<file path="config.mk">
export PLATFORM = sky130hd
export DESIGN_NAME = err_stat_top
export DESIGN_NICKNAME = d
export VERILOG_FILES = /design/src/rtl/err_stat_pkg.sv /design/src/rtl/err_src_latch.sv /design/src/rtl/err_enable_reg.sv /design/src/rtl/err_bus_decode.sv /design/src/rtl/err_stat_top.sv
export SDC_FILE = /design/constraint.sdc
export NUM_CORES = 1
export LEC_CHECK = 0
export BUFFER_PORTS_ARGS = -buffer_cell sky130_fd_sc_hd__buf_2
export CORE_UTILIZATION = 36
export CTS_CLUSTER_SIZE = 8
export DETAILED_ROUTE_END_ITERATION = 10
export GPL_TIMING_DRIVEN = 0
export PLACE_DENSITY = 0.9
export SLEW_MARGIN = 0
export SYNTH_ARGS = -nofsm -noshare
export SYNTH_HDL_FRONTEND = slang
export SYNTH_SLANG_ARGS = --single-unit
</file>
<file path="constraint.sdc">
create_clock -name clk -period 1.4 [get_ports clk]
set_clock_uncertainty 0.15 [all_clocks]
set_input_delay 0.14 -clock clk [delete_from_list [all_inputs] [get_ports clk]]
set_output_delay 0.14 -clock clk [all_outputs]
set_load 0.02 [all_outputs]
</file>
<file path="src/rtl/err_stat_pkg.sv">
package err_stat_pkg;

    localparam int NUM_SRC = 6;

    typedef enum int {
        SRC_SYSTEM     = 0,
        SRC_FATAL      = 1,
        SRC_NONFATAL   = 2,
        SRC_CORR       = 3,
        SRC_TAG_LOOKUP = 4,
        SRC_CRC        = 5
    } src_e;

    typedef logic [NUM_SRC-1:0] src_vec_t;

    // Sources that count toward the fatal summary output.
    localparam src_vec_t FATAL_CLASS =
        src_vec_t'((1 << SRC_FATAL) | (1 << SRC_TAG_LOOKUP));

endpackage

</file>
<file path="src/rtl/err_src_latch.sv">
module err_src_latch #(
    parameter int N = 6
) (
    input  logic         clk,
    input  logic         rst_n,
    input  logic [N-1:0] evt_i,
    input  logic [N-1:0] clr_i,
    output logic [N-1:0] status_o
);

    typedef struct packed {
        logic [N-1:0] status;
    } state_t;

    state_t       st_d, st_q;
    logic [N-1:0] bit_next;

    // Per-bit next value: a new event wins over a clear on the same edge.
    for (genvar i = 0; i < N; i++) begin : g_bit
        assign bit_next[i] = evt_i[i] | (st_q.status[i] & ~clr_i[i]);
    end

    always_comb begin
        st_d        = st_q;
        st_d.status = bit_next;
    end

    always_ff @(posedge clk or negedge rst_n) begin
        if (!rst_n) st_q <= '0;
        else        st_q <= st_d;
    end

    assign status_o = st_q.status;

    AST_EVT_HELD: assert property (@(posedge clk) disable iff (!rst_n)
        (evt_i != '0) |=> ((status_o & $past(evt_i)) == $past(evt_i)));

    AST_CLR_SAME_EDGE: assert property (@(posedge clk) disable iff (!rst_n)
        ((evt_i & clr_i) != '0) |=> ((status_o & $past(evt_i & clr_i)) == $past(evt_i & clr_i)));

    AST_UNTOUCHED_STABLE: assert property (@(posedge clk) disable iff (!rst_n)
        1'b1 |=> ((status_o & ~$past(evt_i | clr_i)) == ($past(status_o) & ~$past(evt_i | clr_i))));

endmodule

</file>
<file path="src/rtl/err_enable_reg.sv">
module err_enable_reg #(
    parameter int N = 6
) (
    input  logic         clk,
    input  logic         rst_n,
    input  logic [N-1:0] set_i,
    input  logic [N-1:0] clr_i,
    output logic [N-1:0] enable_o
);

    typedef struct packed {
        logic [N-1:0] enable;
    } state_t;

    state_t st_d, st_q;

    always_comb begin
        st_d        = st_q;
        st_d.enable = (st_q.enable | set_i) & ~clr_i;
    end

    always_ff @(posedge clk or negedge rst_n) begin
        if (!rst_n) st_q <= '0;
        else        st_q <= st_d;
    end

    assign enable_o = st_q.enable;

    AST_EN_SET_LANDS: assert property (@(posedge clk) disable iff (!rst_n)
        (set_i != '0 && clr_i == '0) |=> ((enable_o & $past(set_i)) == $past(set_i)));

    AST_EN_CLR_LANDS: assert property (@(posedge clk) disable iff (!rst_n)
        (clr_i != '0) |=> ((enable_o & $past(clr_i)) == '0));

    AST_EN_OTHERS_STABLE: assert property (@(posedge clk) disable iff (!rst_n)
        1'b1 |=> ((enable_o & ~$past(set_i | clr_i)) == ($past(enable_o) & ~$past(set_i | clr_i))));

endmodule

</file>
<file path="src/rtl/err_bus_decode.sv">
module err_bus_decode #(
    parameter int              N        = 6,
    parameter int              ADDR_W   = 12,
    parameter int              DATA_W   = 32,
    parameter logic [ADDR_W-1:0] RAW_OFS  = 12'h1C0,
    parameter logic [ADDR_W-1:0] MASK_OFS = 12'h1C4,
    parameter logic [ADDR_W-1:0] ESET_OFS = 12'h1C8,
    parameter logic [ADDR_W-1:0] ECLR_OFS = 12'h1CC
) (
    input  logic [ADDR_W-1:0] addr_i,
    input  logic              wen_i,
    input  logic [DATA_W-1:0] wdata_i,
    input  logic [N-1:0]      raw_i,
    input  logic [N-1:0]      en_i,
    output logic [N-1:0]      stat_clr_o,
    output logic [N-1:0]      en_set_o,
    output logic [N-1:0]      en_clr_o,
    output logic [DATA_W-1:0] rdata_o
);

    localparam int PAD_W = DATA_W - N;

    logic [N-1:0] wbits;
    logic         unused_wdata_hi;

    assign wbits           = wdata_i[N-1:0];
    assign unused_wdata_hi = ^wdata_i[DATA_W-1:N];

    always_comb begin
        stat_clr_o = '0;
        en_set_o   = '0;
        en_clr_o   = '0;
        if (wen_i) begin
            if (addr_i == MASK_OFS) stat_clr_o = wbits;
            if (addr_i == ESET_OFS) en_set_o   = wbits;
            if (addr_i == ECLR_OFS) en_clr_o   = wbits;
        end
    end

    always_comb begin
        rdata_o = '0;
        if (addr_i == RAW_OFS)
            rdata_o = {{PAD_W{1'b0}}, raw_i};
        else if (addr_i == MASK_OFS)
            rdata_o = {{PAD_W{1'b0}}, raw_i & en_i};
        else if (addr_i == ESET_OFS || addr_i == ECLR_OFS)
            rdata_o = {{PAD_W{1'b0}}, en_i};
    end

endmodule

</file>
<file path="src/rtl/err_stat_top.sv">
module err_stat_top
    import err_stat_pkg::*;
#(
    parameter int              ADDR_W   = 12,
    parameter int              DATA_W   = 32,
    parameter logic [ADDR_W-1:0] RAW_OFS  = 12'h1C0,
    parameter logic [ADDR_W-1:0] MASK_OFS = 12'h1C4,
    parameter logic [ADDR_W-1:0] ESET_OFS = 12'h1C8,
    parameter logic [ADDR_W-1:0] ECLR_OFS = 12'h1CC
) (
    input  logic              clk,
    input  logic              rst_n,
    input  logic [ADDR_W-1:0] bus_addr,
    input  logic              bus_wen,
    input  logic [DATA_W-1:0] bus_wdata,
    output logic [DATA_W-1:0] bus_rdata,
    input  logic [NUM_SRC-1:0] evt_pulse,
    output logic              err_irq,
    output logic              fatal_irq
);

    src_vec_t raw_q, en_q, stat_clr, en_set, en_clr, live;

    err_src_latch #(.N(NUM_SRC)) u_latch (
        .clk      (clk),
        .rst_n    (rst_n),
        .evt_i    (evt_pulse),
        .clr_i    (stat_clr),
        .status_o (raw_q)
    );

    err_enable_reg #(.N(NUM_SRC)) u_enable (
        .clk      (clk),
        .rst_n    (rst_n),
        .set_i    (en_set),
        .clr_i    (en_clr),
        .enable_o (en_q)
    );

    err_bus_decode #(
        .N        (NUM_SRC),
        .ADDR_W   (ADDR_W),
        .DATA_W   (DATA_W),
        .RAW_OFS  (RAW_OFS),
        .MASK_OFS (MASK_OFS),
        .ESET_OFS (ESET_OFS),
        .ECLR_OFS (ECLR_OFS)
    ) u_decode (
        .addr_i     (bus_addr),
        .wen_i      (bus_wen),
        .wdata_i    (bus_wdata),
        .raw_i      (raw_q),
        .en_i       (en_q),
        .stat_clr_o (stat_clr),
        .en_set_o   (en_set),
        .en_clr_o   (en_clr),
        .rdata_o    (bus_rdata)
    );

    assign live      = raw_q & en_q;
    assign err_irq   = |live;
    assign fatal_irq = |(live & FATAL_CLASS);

    AST_IRQ_MATCHES_VIEW: assert property (@(posedge clk) disable iff (!rst_n)
        (bus_addr == MASK_OFS) |-> (err_irq == (bus_rdata != '0)));

    AST_FATAL_IN_IRQ: assert property (@(posedge clk) disable iff (!rst_n)
        fatal_irq |-> err_irq);

    AST_UPPER_ZERO: assert property (@(posedge clk) disable iff (!rst_n)
        bus_rdata[DATA_W-1:NUM_SRC] == '0);

    AST_RESET_QUIET: assert property (@(posedge clk)
        !rst_n |-> (!err_irq && !fatal_irq));

endmodule

</file>
==> flow_summary_export.csv <==
group,metric,value,unit
floorplan,dieArea,2770,µm²
route,routed_wl,2.42,mm
placed_design,dp_hpwl,1.64,mm
floorplan,die_y,52.6,µm
cells_and_area,drive_gt1_frac,0.453,
synthesis,synth.area.top_cells,"dfrtp_1 (33%), buf_4 (22%), nor2_1 (8.1%)",
floorplan,ios,87,
global_routing,grt_max_degree,13,
synthesis,synth-edff-count,0,
floorplan,num_rows,17,
synthesis,synth_ff_type,"dfrtp_1",
cells_and_area,final_core_util,0.638,
global_routing,antenna_found_initial,0,
status,status,"complete, but fails checks",
timing,maxSlewViolCount,0,
cts,tritoncts,"done",
synthesis,ys_seq_area_frac,0.326,
cts,clk_latency,0.28,ns
worst_setup_path,required,1.11,ns
timing,fin_ws,-0.257,ns
global_routing,first_global_vias,818,
cts,clk_pin_slew_worst_paths,0.07,ns
floorplan,dieWidth,52.6,µm
worst_setup_path,start_kind,"register",
synthesis,yosysTopAreaCellShare,0.326,
timing,min_period_over_period,1.18,
worst_setup_path,crit_start,"u_enable.enable_o[4]",
route,vias,970,
cells_and_area,finalInstanceArea,1480,µm²
synthesis,synth.cell_area,922,µm²
global_routing,grt_pass1_wl,3.51,mm
power_and_ir_drop,leakagePower,0.825,nW
timing,finalHoldViolCount,0,
cts,cts_buffer_depth,2,
placed_design,postPlaceCellArea,1220,µm²
floorplan,core,2320,µm²
synthesis,yosysTopAreaCell,"dfrtp_1",
placed_design,dp_slack,-0.245,ns
floorplan,start_util,0.398,
global_routing,grt.total_usage,0.178,
cts,cts_buffers,3,
cells_and_area,num-nets-final,244,
placed_design,numPortBuffers,34,
worst_setup_path,cp-end-kind,"primary output",
power_and_ir_drop,ir_drop,450,µV
min_path,hold_class,"primary input to register",
status,violations,"setup timing",
timing,fin_crit,1.66,ns
placed_design,gp_congestion,0.799,
global_routing,grt_overflow,0,
route,post-route-drc-count,0,
cts,cts_root_buf,"clkbuf_4",
cells_and_area,syn2layout_area_growth,60.5,%
cells_and_area,fill_cells,197,
route,antenna_left,0,
cts,cts.sink_count,12,
timing,fmax,604,MHz
synthesis,ys_ff_latch,12,
synthesis,syn_avg_cell_area,8.09,µm²
worst_setup_path,path_max_fanout,2,
worst_setup_path,crit_arrival,1.37,ns
cts,ctsHtreeMaxLevel,1,
min_path,worstHoldStart,"bus_wdata[0]",
timing,grt_setup_unrepaired,"yes",
flow_run,cap_violations,0,
synthesis,synth_cell_types,21,
synthesis,ys_warn_count,0,
worst_setup_path,critical_path_class,"register to primary output",
synthesis,synthCells,114,
route,drtIter0Drc,17,
cells_and_area,n_antenna_cell,0,
route,drtPass1Iterations,4,
route,avgRoutedWirePerCell,11.1,µm
timing,setup_viol,4,
worst_setup_path,r2r_start,"u_latch.status_o[4]",
synthesis,async_reset_ff_frac,1.00,
power_and_ir_drop,power_density,584,nW/µm²
route,via_per_inst,4.45,
-- critical path, stage by stage (launching register included) --
cell and delay, ns:
dfrtp_1 0.39, a22o_1 0.27, a221oi_2 0.20, nand2_1 0.07
buf_2 0.16
-- sequential cells by signal, indices dropped and copies added (netlist names) --
name	count
u_enable.enable_o	6
u_latch.status_o	6
-- layout by cell type, fill, tap and decap left out, drive strengths merged --
cell         instances
and3                 6
a22o                 1
and4                 1
dlygate4sd3          7
nand2                7
buf                 69
a21oi                6
o22ai                6
mux2i                6
nand4                6
a221oi               1
inv                  6
nor2b                1
nand3                1
conb                26
dfrtp               12
nor2                20
and4b                1
nor4                 1
a22oi                1
clkbuf               5
-- cells by family (layout without fill, tap and decap cells) --
kind of cell           after synthesis  in the layout  share of synthesized area
AO/OA/AOI/OAI                       15             15                      0.100
AND/OR/NAND/NOR                     44             44                      0.247
multiplexers                         6              6                     0.0651
buffers and inverters               36             87                      0.258
other                                1             26                    0.00407
flip-flops                          12             12                      0.326
-- metal layers --
metal / vias up / GRT usage / routed length (µm) / part of all wire
li1: 491 / - / - / -
met1: 430 / 0.215 / 959 / 0.40
met2: 47 / 0.300 / 1240 / 0.51
met3: 2 / 0.0551 / 203 / 0.084
met4: 0 / 0.0526 / 23 / 0.0095
met5: - / 0 / 0 / 0
-- cell usage after synthesis, types with 2 or more instances --
cell,instances
buf_4,27
nor2_1,20
dfrtp_1,12
nand2_1,7
a21oi_1,6
and3_1,6
inv_1,6
mux2i_1,6
nand4_1,6
o22ai_1,6
clkbuf_1,2
-- cell type report --
class	instances	area, µm²	area share
repair buffers	49	339	0.229
flip-flops and latches	12	300	0.203
inverters	6	22.5	0.0152
plain buffers	28	206	0.139
multi-input cells	91	541	0.365
clock buffers	4	36.3	0.0245
well taps	28	35.0	0.0237
-- stage by stage --
stage,cells,power [W],TNS [ns],hold slack [ns]
6_report,218,0.000865,-0.414,0.0147
5_1_grt,218,0.000916,-0.612,0.0331
4_1_cts,217,0.000862,-0.392,0.00395
3_5_place_dp,201,0.000561,-1.59,-0.120
3_3_place_gp,201,0.000559,-1.49,-0.124
2_1_floorplan,139,0.000501,0,-0.306
-- path summary, 6_finish.rpt --
kind | end | slack, ns | depth (start not counted)
worst min register to register | u_enable.enable_o[0] | 0.42 | 2
worst max register to register | u_latch.status_o[4] | 0.37 | 4
worst min-delay path | u_latch.status_o[0] | 0.01 | 4
worst max-delay path | err_irq | -0.26 | 4
min in group asynchronous | u_latch.status_o[0] | 0.11 | 2
max in group asynchronous | u_latch.status_o[5] | 0.77 | 2
-- timing repair --
action	in CTS	in global routing
hold buffers	7	0
endpoints found under the setup margin	7	8
pin swaps	4	8
endpoints found under the hold margin	18	0
resized for setup	12	14
setup buffers	6	3
-- power by group --
| group | internal (W) | switching, W | total (W) | leakage (nW) |
|---|---|---|---|---|
| Combinational | 0.000106 | 0.000131 | 0.000237 | 0.699 |
| Clock | 0.000158 | 0.000122 | 0.000280 | 0.0210 |
| Sequential | 0.000347 | 0.000000763 | 0.000348 | 0.105 |
Note: power is estimated with default switching activity, not from simulation.
